[src/rtl/irq_chain_pkg.sv]
package irq_chain_pkg;

  typedef enum logic [1:0] {
    SEL_STAT1 = 2'd0,
    SEL_STAT2 = 2'd1,
    SEL_MASK1 = 2'd2,
    SEL_MASK2 = 2'd3
  } reg_sel_e;

  // Next value of a sticky status word: wiped by a read, then fresh unmasked events
  function automatic logic [15:0] latch_next(input logic [15:0] cur,
                                             input logic [15:0] ev,
                                             input logic [15:0] msk,
                                             input logic        clr);
    logic [15:0] kept;
    kept = clr ? '0 : cur;
    return kept | (ev & msk);
  endfunction

  // Request when any visible bit is enabled
  function automatic logic any_enabled(input logic [15:0] view,
                                       input logic [15:0] msk);
    return |(view & msk);
  endfunction

endpackage

[src/rtl/irq_stat_bank.sv]
module irq_stat_bank
  import irq_chain_pkg::*;
#(
  parameter int W = 16
) (
  input  logic         clk,
  input  logic         rst_n,
  input  logic [W-1:0] ev,
  input  logic [W-1:0] msk,
  input  logic         clr,
  output logic [W-1:0] stat
);

  logic [15:0] nxt;

  always_comb begin
    nxt = latch_next(16'(stat), 16'(ev), 16'(msk), clr);
  end

  always_ff @(posedge clk or negedge rst_n) begin
    if (!rst_n) stat <= '0;
    else        stat <= nxt[W-1:0];
  end

endmodule

[src/rtl/irq_host_regs.sv]
module irq_host_regs
  import irq_chain_pkg::*;
#(
  parameter int W = 16
) (
  input  logic         clk,
  input  logic         rst_n,
  input  logic [1:0]   addr,
  input  logic         rd,
  input  logic         wr,
  input  logic [W-1:0] wdata,
  input  logic [W-1:0] stat1,
  input  logic [W-1:0] stat2_view,
  output logic [W-1:0] mask1,
  output logic [W-1:0] mask2,
  output logic [W-1:0] rdata
);

  reg_sel_e sel;
  assign sel = reg_sel_e'(addr);

  always_ff @(posedge clk or negedge rst_n) begin
    if (!rst_n) begin
      mask1 <= '0;
      mask2 <= '0;
    end else if (wr) begin
      if (sel == SEL_MASK1) mask1 <= wdata;
      if (sel == SEL_MASK2) mask2 <= wdata;
    end
  end

  always_comb begin
    rdata = '0;
    if (rd) begin
      case (sel)
        SEL_STAT1: rdata = stat1;
        SEL_STAT2: rdata = stat2_view;
        SEL_MASK1: rdata = mask1;
        default:   rdata = mask2;
      endcase
    end
  end

endmodule

[src/rtl/irq_chain_ctrl.sv]
module irq_chain_ctrl
  import irq_chain_pkg::*;
#(
  parameter int W = 16
) (
  input  logic         clk,
  input  logic         rst_n,
  input  logic [W-1:0] ev1,
  input  logic [W-1:0] ev2,
  input  logic [1:0]   host_addr,
  input  logic         host_rd,
  input  logic         host_wr,
  input  logic [W-1:0] host_wdata,
  output logic [W-1:0] host_rdata,
  output logic         irq
);

  localparam int          SUM_POS  = W - 1;
  localparam logic [W-1:0] SUM_MASK = W'(1) << SUM_POS;

  // Named internal events, visible to the checker
  logic         rd_clr1, rd_clr2, sum_bit;
  logic [W-1:0] mask1, mask2, stat1, stat2_raw, stat2_view, ev2_kept;

  assign rd_clr1  = host_rd && (host_addr == SEL_STAT1);
  assign rd_clr2  = host_rd && (host_addr == SEL_STAT2);
  assign ev2_kept = ev2 & ~SUM_MASK;

  irq_stat_bank #(.W(W)) u_bank1 (
    .clk(clk), .rst_n(rst_n), .ev(ev1), .msk(mask1), .clr(rd_clr1), .stat(stat1)
  );

  irq_stat_bank #(.W(W)) u_bank2 (
    .clk(clk), .rst_n(rst_n), .ev(ev2_kept), .msk(mask2), .clr(rd_clr2), .stat(stat2_raw)
  );

  assign sum_bit    = |stat1;
  assign stat2_view = (stat2_raw & ~SUM_MASK) | (sum_bit ? SUM_MASK : '0);

  irq_host_regs #(.W(W)) u_regs (
    .clk(clk), .rst_n(rst_n), .addr(host_addr), .rd(host_rd), .wr(host_wr),
    .wdata(host_wdata), .stat1(stat1), .stat2_view(stat2_view),
    .mask1(mask1), .mask2(mask2), .rdata(host_rdata)
  );

  always_comb begin
    irq = any_enabled(16'(stat2_view), 16'(mask2));
  end

endmodule

[config.mk]
export PLATFORM = sky130hd
export DESIGN_NAME = irq_chain_ctrl
export DESIGN_NICKNAME = d
export VERILOG_FILES = /design/src/rtl/irq_chain_pkg.sv /design/src/rtl/irq_stat_bank.sv /design/src/rtl/irq_host_regs.sv /design/src/rtl/irq_chain_ctrl.sv
export SDC_FILE = /design/constraint.sdc
export NUM_CORES = 1
export LEC_CHECK = 0
export CORE_MARGIN = 8
export CORE_UTILIZATION = 62
export DETAILED_ROUTE_END_ITERATION = 12
export DONT_BUFFER_PORTS = 1
export PLACE_DENSITY_LB_ADDON = 0.05
export SLEW_MARGIN = 0
export SYNTH_ARGS = -nofsm -noshare
export SYNTH_HDL_FRONTEND = slang
export SYNTH_SLANG_ARGS = --single-unit
[constraint.sdc]
create_clock -name clk -period 1.3 [get_ports clk]
set_input_delay 0.065 -clock clk [delete_from_list [all_inputs] [get_ports clk]]
set_output_delay 0.065 -clock clk [all_outputs]
set_load 0.02 [all_outputs]
[After elaboration in Yosys (flattened, before gate mapping)]
Index checks and enable logic that the tools add are counted.
Storage, ports and cells
  bits in registers: 64
  input bits: 54
  output and inout port bits: 17
  logic and storage cells: 25
Operators by class
  equality and inequality tests: 3
  mux-type cells: 5
  bitwise logic cells: 6
  reductions and logical operators: 7
Operator list (number)
  $mux W16: 4
  $pmux W16 S3: 1
  $and A16 B16 Y16: 2
  $or A16 B16 Y16: 2
  $reduce_or A16 Y1: 2
  $and A15 B16 Y16: 1
  $or A15 B16 Y16: 1
  $eq A2 B2 Y1 const B: 2
  $reduce_and A2 Y1: 2
  $eq A2 B1 Y1 const B: 1
  $logic_and A1 B1 Y1: 2
  $logic_not A2 Y1: 1

[Longest topological paths before layout]
Gate-level depths: netlist of run 1.
  depth after elaboration: 5
  depth in mapped cells: 5

[Hierarchy]
From an unflattened synthesis of run 1, not the netlist that was laid out.
Second synthesis, totals
  cell total of the unflattened synthesis: 273
  area, all modules: 3203.1 um^2
Modules (own cells, without submodules)
  irq_host_regs: instances 1, cells an instance 125, area an instance 1771.7 um^2, seq. area each 800.8 um^2
  irq_stat_bank: instances 2, cells an instance 65, area an instance 649.4 um^2, seq. area each 400.4 um^2
  irq_chain_ctrl: instances 1, cells an instance 18, area an instance 132.6 um^2, seq. area each 0.0 um^2

[Worst setup path after synthesis of run 1]
OpenSTA, ideal clock, no wires.
  path kind: register -> output
  from: register u_regs.mask2[9]
  to: output irq
  arrival time: 1.140 ns
  slack: 0.095 ns
  stages on the path, launching flop included: 4
  path buffers: 0
  path through: dfrtp_1 > a222oi_1 > nand3_1 > a211o_1
On the way
  longest elaborated chain between the ends: 2
RTL lines
  start, declared: line irq_host_regs.sv:15  | output logic [W-1:0] mask2,
  start signal, assigned: line irq_host_regs.sv:28  | if (sel == SEL_MASK2) mask2 <= wdata;
  $and A16 B16 Y16: line irq_chain_pkg.sv:23  | return |(view & msk);
  $reduce_or A16 Y1: line irq_chain_pkg.sv:23
  end, declared: line irq_chain_ctrl.sv:15  | output logic irq
Every way passes these cells.

[Final worst setup path of run 1]
  from: register u_bank2.stat[9]
  to: output irq
On the way
  longest elaborated chain between the ends: 3
RTL lines
  start, declared: line irq_stat_bank.sv:11  | output logic [W-1:0] stat
  start signal, assigned: line irq_stat_bank.sv:22  | else stat <= nxt[W-1:0];
  $or A15 B16 Y16: line irq_chain_ctrl.sv:38  | assign stat2_view = (stat2_raw & ~SUM_MASK) | (sum_bit ? SUM_MASK : '0);
  $and A16 B16 Y16: line irq_chain_pkg.sv:23
  $reduce_or A16 Y1: line irq_chain_pkg.sv:23
Every way passes these cells.

==> impl_results.md, run 1 <==
- CTS Sinks: 63
- Failing checks: negative hold slack, negative setup slack
- Ys async rst share: 100%
- Routed wl met3: 606 um
- Antenna violations before repair: 0
- Yosys warns: 0
- Met2 wire len: 3910 um
- Number of flops mapped to enable cells by yosys: 0
- GRT Util Overall: 23.0%
- Syn avg cell area: approximately 15 um^2
- Seq/Total Area, Yosys: roughly 54%
- Critical Path Sink Type: output pin
- Worst Hold Slack: -0.588 ns
- Layout Nets: 317
- Starting Density: 63.1%
- Drt wl/cell: 24.2 um
- Layout Area Growth over Synthesis: 30.1%
- Yosys top cell area share: 53.6%
- Met1 wire length: 3190 um
- Worst-Margin Slew: 0.411 ns
- Area contributors post-synth: dfrtp_1 (54%), mux2_2 (12%), a22o_1 (9.5%)
- IR drop worst, VDD: ~900 uV
- DR vias: 2108
- Count leader, synth: dfrtp_1
- Commonest cells in the netlist: dfrtp_1 (63), a22o_1 (32), mux2_2 (31)
- Core area: around 4700 um^2
- Yosys reg bits: 63
- Port bufs: 0
- Placer Congestion: 0.751
- Crit Path Category: reg -> out
- HPWL after DPL: 5020 um
- Final Hold Fails: 63
- Layout cells sized above 1: about 40%
- Drt drc: 0
- Clk_lat worst skew: 0.34 ns
- Mapped Cells: 190
- Vias per inst: 6.55
- Finished Cell Area: between 3000 and 4000 um^2
- N_diodes: 0
- Static leakage: 1.65 nW
- Grt total ovfl: 0
- Die width: 84.9 um
- Power Dens Cells: approximately 1400 nW/um^2
- Worst slew margin: 72.6%
- Largest net degree at the start of global routing: 64
- Pins Over Slew Limit: 0
- CP Launch Type: register
- Post-route setup TNS: -4.43 ns
- Tcrit/Tclk final: 133%
- Total Wirelength: 7800 um
- H-tree depth: 3
- Site row count: 25
- Worst-path fanout max: 2
- FMAX: between 500 and 600 MHz
- Syn nets: 244
- Critical Path RT: 1.24 ns
- First drt pass iteration count: 4
- Hold WC Path Type: in -> async
- Antenna-violating nets left: 0
- Setup Slack @ Placement: -0.125 ns
- Max clock buf depth: 2
- RSZ-0062 raised after global routing: yes
- Vias in the first global route: about 2400
- Die span in y: 84.9 um
- Worst R2R Setup Slack: 0.28 ns
- CTS Buf Count: 9
- Max Cap Viol: 0
- Ys flop type: dfrtp_1
- Top Metal Used: met4
- I/O pin total: between 70 and 80
- Period minus WS final: 1.72 ns
- Clk slew on worst S/H paths: 0.07 ns
- Synth Cell Area: approximately 3000 um^2
- Clk root buf: clkbuf_8
- First-pass GRT wire length: around 13000 um
- Finish-stage setup viols: 17
- Count of cell types in the netlist: 26
- Placed Area: approximately 3100 um^2
- Cell taking the most area after synthesis: dfrtp_1
- Total power: 5.52 mW
- CTS tree: yes
- Die area: 7210 um^2
- Initial DRC count: 132
- Hold Buf Count CTS: 47
- Final WS setup: -0.424 ns
- Status: finished, violations left
- Setup skew after layout: 0.00486 ns
- WP data arrival: 1.66 ns
[report_power, final]
part	internal [mW]	total, mW	switching, mW
Combinational	0.922	1.39	0.469
Clock	0.683	1.41	0.724
Sequential	2.36	2.73	0.369
[flip-flops by register name, summed over array words and instances (netlist names)]
register and count:
u_bank2.stat 15, u_regs.mask2 16, u_regs.mask1 16, u_bank1.stat 16
[metal layers]
layer | global-route usage [%] | vias to the layer above
met3 | 9.07 | 9
li1 | - | 897
met5 | 0 | -
met4 | 7.77 | 0
met1 | 27.2 | 1110
met2 | 37.4 | 92
[critical path, stage by stage, from the launching register on]
cell      delay [ns]
dfrtp_1         0.39
a222oi_1        0.45
nand3_1         0.14
a211o_1         0.35
[stage by stage]
stage | std cells | util [%] | hold WS (ns)
floorplan | 190 | - | -0.231
global route | 322 | 82.1 | -0.598
detailed placement | 252 | 66.0 | -0.228
finish | 322 | 82.1 | -0.588
global placement | 252 | 66.0 | -0.229
CTS | 320 | 81.5 | -0.598
[cell type report]
class	count	area (um^2)
Sequential cell	63	1580
Multi-Input combinational cell	117	1320
Fill cell	255	832
Timing Repair Buffer	72	703
Clock buffer	12	135
Tap cell	54	67.6
Clock inverter	4	22.5
[kinds of logic after synthesis]
family / count (synthesis) / synth area share, %
buffers and inverters: 10 / 2.38
AND/OR/NAND/NOR: 28 / 6.63
flip-flops: 63 / 53.6
multiplexers: 48 / 25.4
AO/OA/AOI/OAI: 41 / 12.0
[final timing paths]
path / startpoint / to / cells past startpoint
max in group asynchronous: rst_n / u_bank1.stat[1] / 0
min in group clk: host_addr[0] / u_bank2.stat[2] / 3
worst min register to register: u_bank1.stat[14] / u_bank1.stat[14] / 1
worst min-delay path: rst_n / u_bank2.stat[11] / 0
worst max-delay path: u_bank2.stat[9] / irq / 3
worst max register to register: u_regs.mask2[14] / u_regs.mask2[14] / 3
[layout by cell type (no fill, tap or decap), drive strengths merged]
cell	count
clkbuf	12
nand3b	1
nor4	4
a222oi	1
nand2b	1
nand3	2
nand2	1
nand4	2
a211o	1
clkinv	3
dlygate4sd3	47
and2	15
mux4	15
clkinvlp	1
and2b	1
a22o	32
a22oi	6
nor2	1
buf	25
a32o	1
mux2	33
dfrtp	63
[timing repair]
| action | CTS | global route |
|---|---|---|
| setup buffers | 6 | 2 |
| resized for setup | 53 | 3 |
| endpoints found under the setup margin | 17 | 17 |
| endpoints found under the hold margin | 126 | 63 |
| pin swaps | 19 | 3 |
Power figures use the tool's default switching activity.
==> run 2, diff against run 1 <==
--- a/config.mk
+++ b/config.mk
@@ -6,10 +6,11 @@
 export NUM_CORES = 1
 export LEC_CHECK = 0
 export CORE_MARGIN = 8
-export CORE_UTILIZATION = 62
+export CORE_UTILIZATION = 45
 export DETAILED_ROUTE_END_ITERATION = 12
 export DONT_BUFFER_PORTS = 1
 export PLACE_DENSITY_LB_ADDON = 0.05
+export SETUP_SLACK_MARGIN = 0.1
 export SLEW_MARGIN = 0
 export SYNTH_ARGS = -nofsm -noshare
 export SYNTH_HDL_FRONTEND = slang
==> impl_results.md, run 2 (synthesis gave the netlist of run 1 again) <==
- Drt drc: 0
- Register area: 1580 um^2
- Critical Path Sink Type: output pin
- Max Cap Viol: 0
- Final WS setup: -0.591 ns
- Routed wl met3: between 300 and 400 um
- Status: finished, violations left
- Layout Nets: 322
- Switching share of power: a little over a quarter
- First-pass GRT wire length: between 10000 and 15000 um
- Worst-Margin Slew: 0.501 ns
- Grt total ovfl: 0
- Starting Density: 46.3%
- Power Dens Cells: 1490 nW/um^2
- Met2 wire len: 4040 um
- H-tree depth: 3
- Total Wirelength: roughly 7900 um
- Worst Hold Slack: -0.580 ns
- IR drop worst, VDD: 838 uV
- Combinational Power Share: 25.0%
- DR vias: 2053
- CTS Buf Count: 9
- I/O pin total: a little over 70
- Vias in the first global route: around 2400
- Fillcell total: around 490
- Reg power frac: 45.7%
- Worst slew margin: 66.6%
- Drt wl/cell: 22.5 um
- Max clock buf depth: 2
- Clk_lat worst skew: 0.34 ns
- N_diodes: 0
- Internal power: between 4 and 5 mW
- Largest net degree at the start of global routing: 64
- Finish-stage setup viols: 17
- Post-route non-filler standard cell count: 350
- Die span in y: roughly 97 um
- WP data arrival: 1.83 ns
- Layout Area Growth over Synthesis: 36.2%
- Worst-path fanout max: 2
- Most common cell after layout, fill and taps aside: dfrtp_1
- Period minus WS final: between 1.5 and 2 ns
- Met1 wire length: 3310 um
- Regs by FF count: u_bank1.stat (16), u_regs.mask1 (16), u_regs.mask2 (16)
- Clock power frac: 29.4%
- Vias per inst: 5.87
- Max stage delay on crit path: about 0.51 ns
- Final Hold Fails: 63
- Clk root buf: clkbuf_8
- Multi-input gate area: 1360 um^2
- Critical Path RT: about 1.2 ns
- Hold Buf Count CTS: 47
- Post-route setup TNS: -4.69 ns
- Finished Cell Area: approximately 4000 um^2
- Setup Slack @ Placement: -0.225 ns
- Core area: roughly 6300 um^2
- Setup skew after layout: 0.00644 ns
- Net Sw Power: approximately 1.6 mW
- Die area: 9380 um^2
- Slowest CP cell: a222oi_1
- Crit Path Category: reg -> out
- R2R cell count: 3
- CTS Sinks: 63
- HPWL after DPL: 5400 um
- Placer Congestion: 0.785
- Top Metal Used: met4
- Initial DRC count: a little under 70
- Pins Over Slew Limit: 0
- Site row count: 29
- Worst R2R Setup Slack: 0.35 ns
- CP Launch Type: register
- Antenna violations before repair: 0
- Fin util: 63.1%
- Most frequent cells in the layout: dfrtp_1 (63), dlygate4sd3_1 (47), a22o_1 (32)
- Total power: 5.95 mW
- Failing checks: negative hold slack, negative setup slack
- FMAX: 529 MHz
- First drt pass iteration count: 4
- Tcrit/Tclk final: 145%
- GRT Util Overall: ~18%
- Layout cells sized above 1: 42.5%
- Antenna-violating nets left: 0
- CTS tree: yes
- Placed Cells: around 280
- Placed Area: 3170 um^2
- Static leakage: 1.73 nW
- Port bufs: 0
- RSZ-0062 raised after global routing: yes
- Clk slew on worst S/H paths: 0.07 ns
- Hold WC Path Type: in -> async
- Crit-path cells: a222oi_1, buf_4, nand3_2, a211o_4
- Die width: 96.9 um
## run 2: cell types whose count changed in the layout (fill, tap and decap cells not counted), moves of 2 or more
cell and change:
clkbuf_1 -2, nor4_1 -2, buf_6 +4, clkbuf_8 +3
## run 2: worst max-delay path: cells and delay by family (launching register included)
kind                   cells  cell delay, ns
and+or+nand+nor            1            0.08
DFF                        1            0.38
AOI/OAI and AO/OA          2            0.83
buffers and inverters      1            0.20
## run 2: per-layer routing
metal | GRT usage, % | vias up
met5 | 0 | -
met4 | 8.05 | 0
met3 | 4.91 | 13
met2 | 30.2 | 56
met1 | 20.6 | 1066
li1 | - | 918
## run 2: power groups by stage
| stage | Combinational (mW) | Sequential (mW) | Clock, mW |
|---|---|---|---|
| 2_1_floorplan | 0.814 | 2.60 | 0 |
| 3_3_place_gp | 1.15 | 2.67 | 0 |
| 3_5_place_dp | 1.17 | 2.69 | 0 |
| 4_1_cts | 1.48 | 2.69 | 1.80 |
| 5_1_grt | 1.60 | 2.78 | 1.88 |
| 6_report | 1.49 | 2.72 | 1.75 |
## run 2: timing repair
action / CTS / global route
hold endpoints to repair: 126 / 63
gates resized for setup: 60 / 7
pin swaps: 17 / 8
cloned: 0 / 0
endpoints found under the setup margin: 17 / 17
setup buffers: 8 / 5
## run 2: path summary, 6_finish.rpt
kind                                       from              end
worst max-delay path            u_bank2.stat[9]              irq
worst min-delay path                      rst_n  u_bank2.stat[6]
worst max register to register  u_bank1.stat[1]  u_bank1.stat[1]
worst min register to register  u_regs.mask1[4]  u_bank1.stat[4]
max in group asynchronous                 rst_n  u_regs.mask1[1]
min in group clk                   host_addr[0]  u_bank2.stat[1]
## run 2: layout make-up
class | count | share of cell area [%]
clock buffers | 13 | 4.21
clock inverters | 3 | 0.999
well taps | 77 | 2.40
repair buffers | 77 | 19.2
flip-flops and latches | 63 | 39.3
multi-input cells | 117 | 33.9
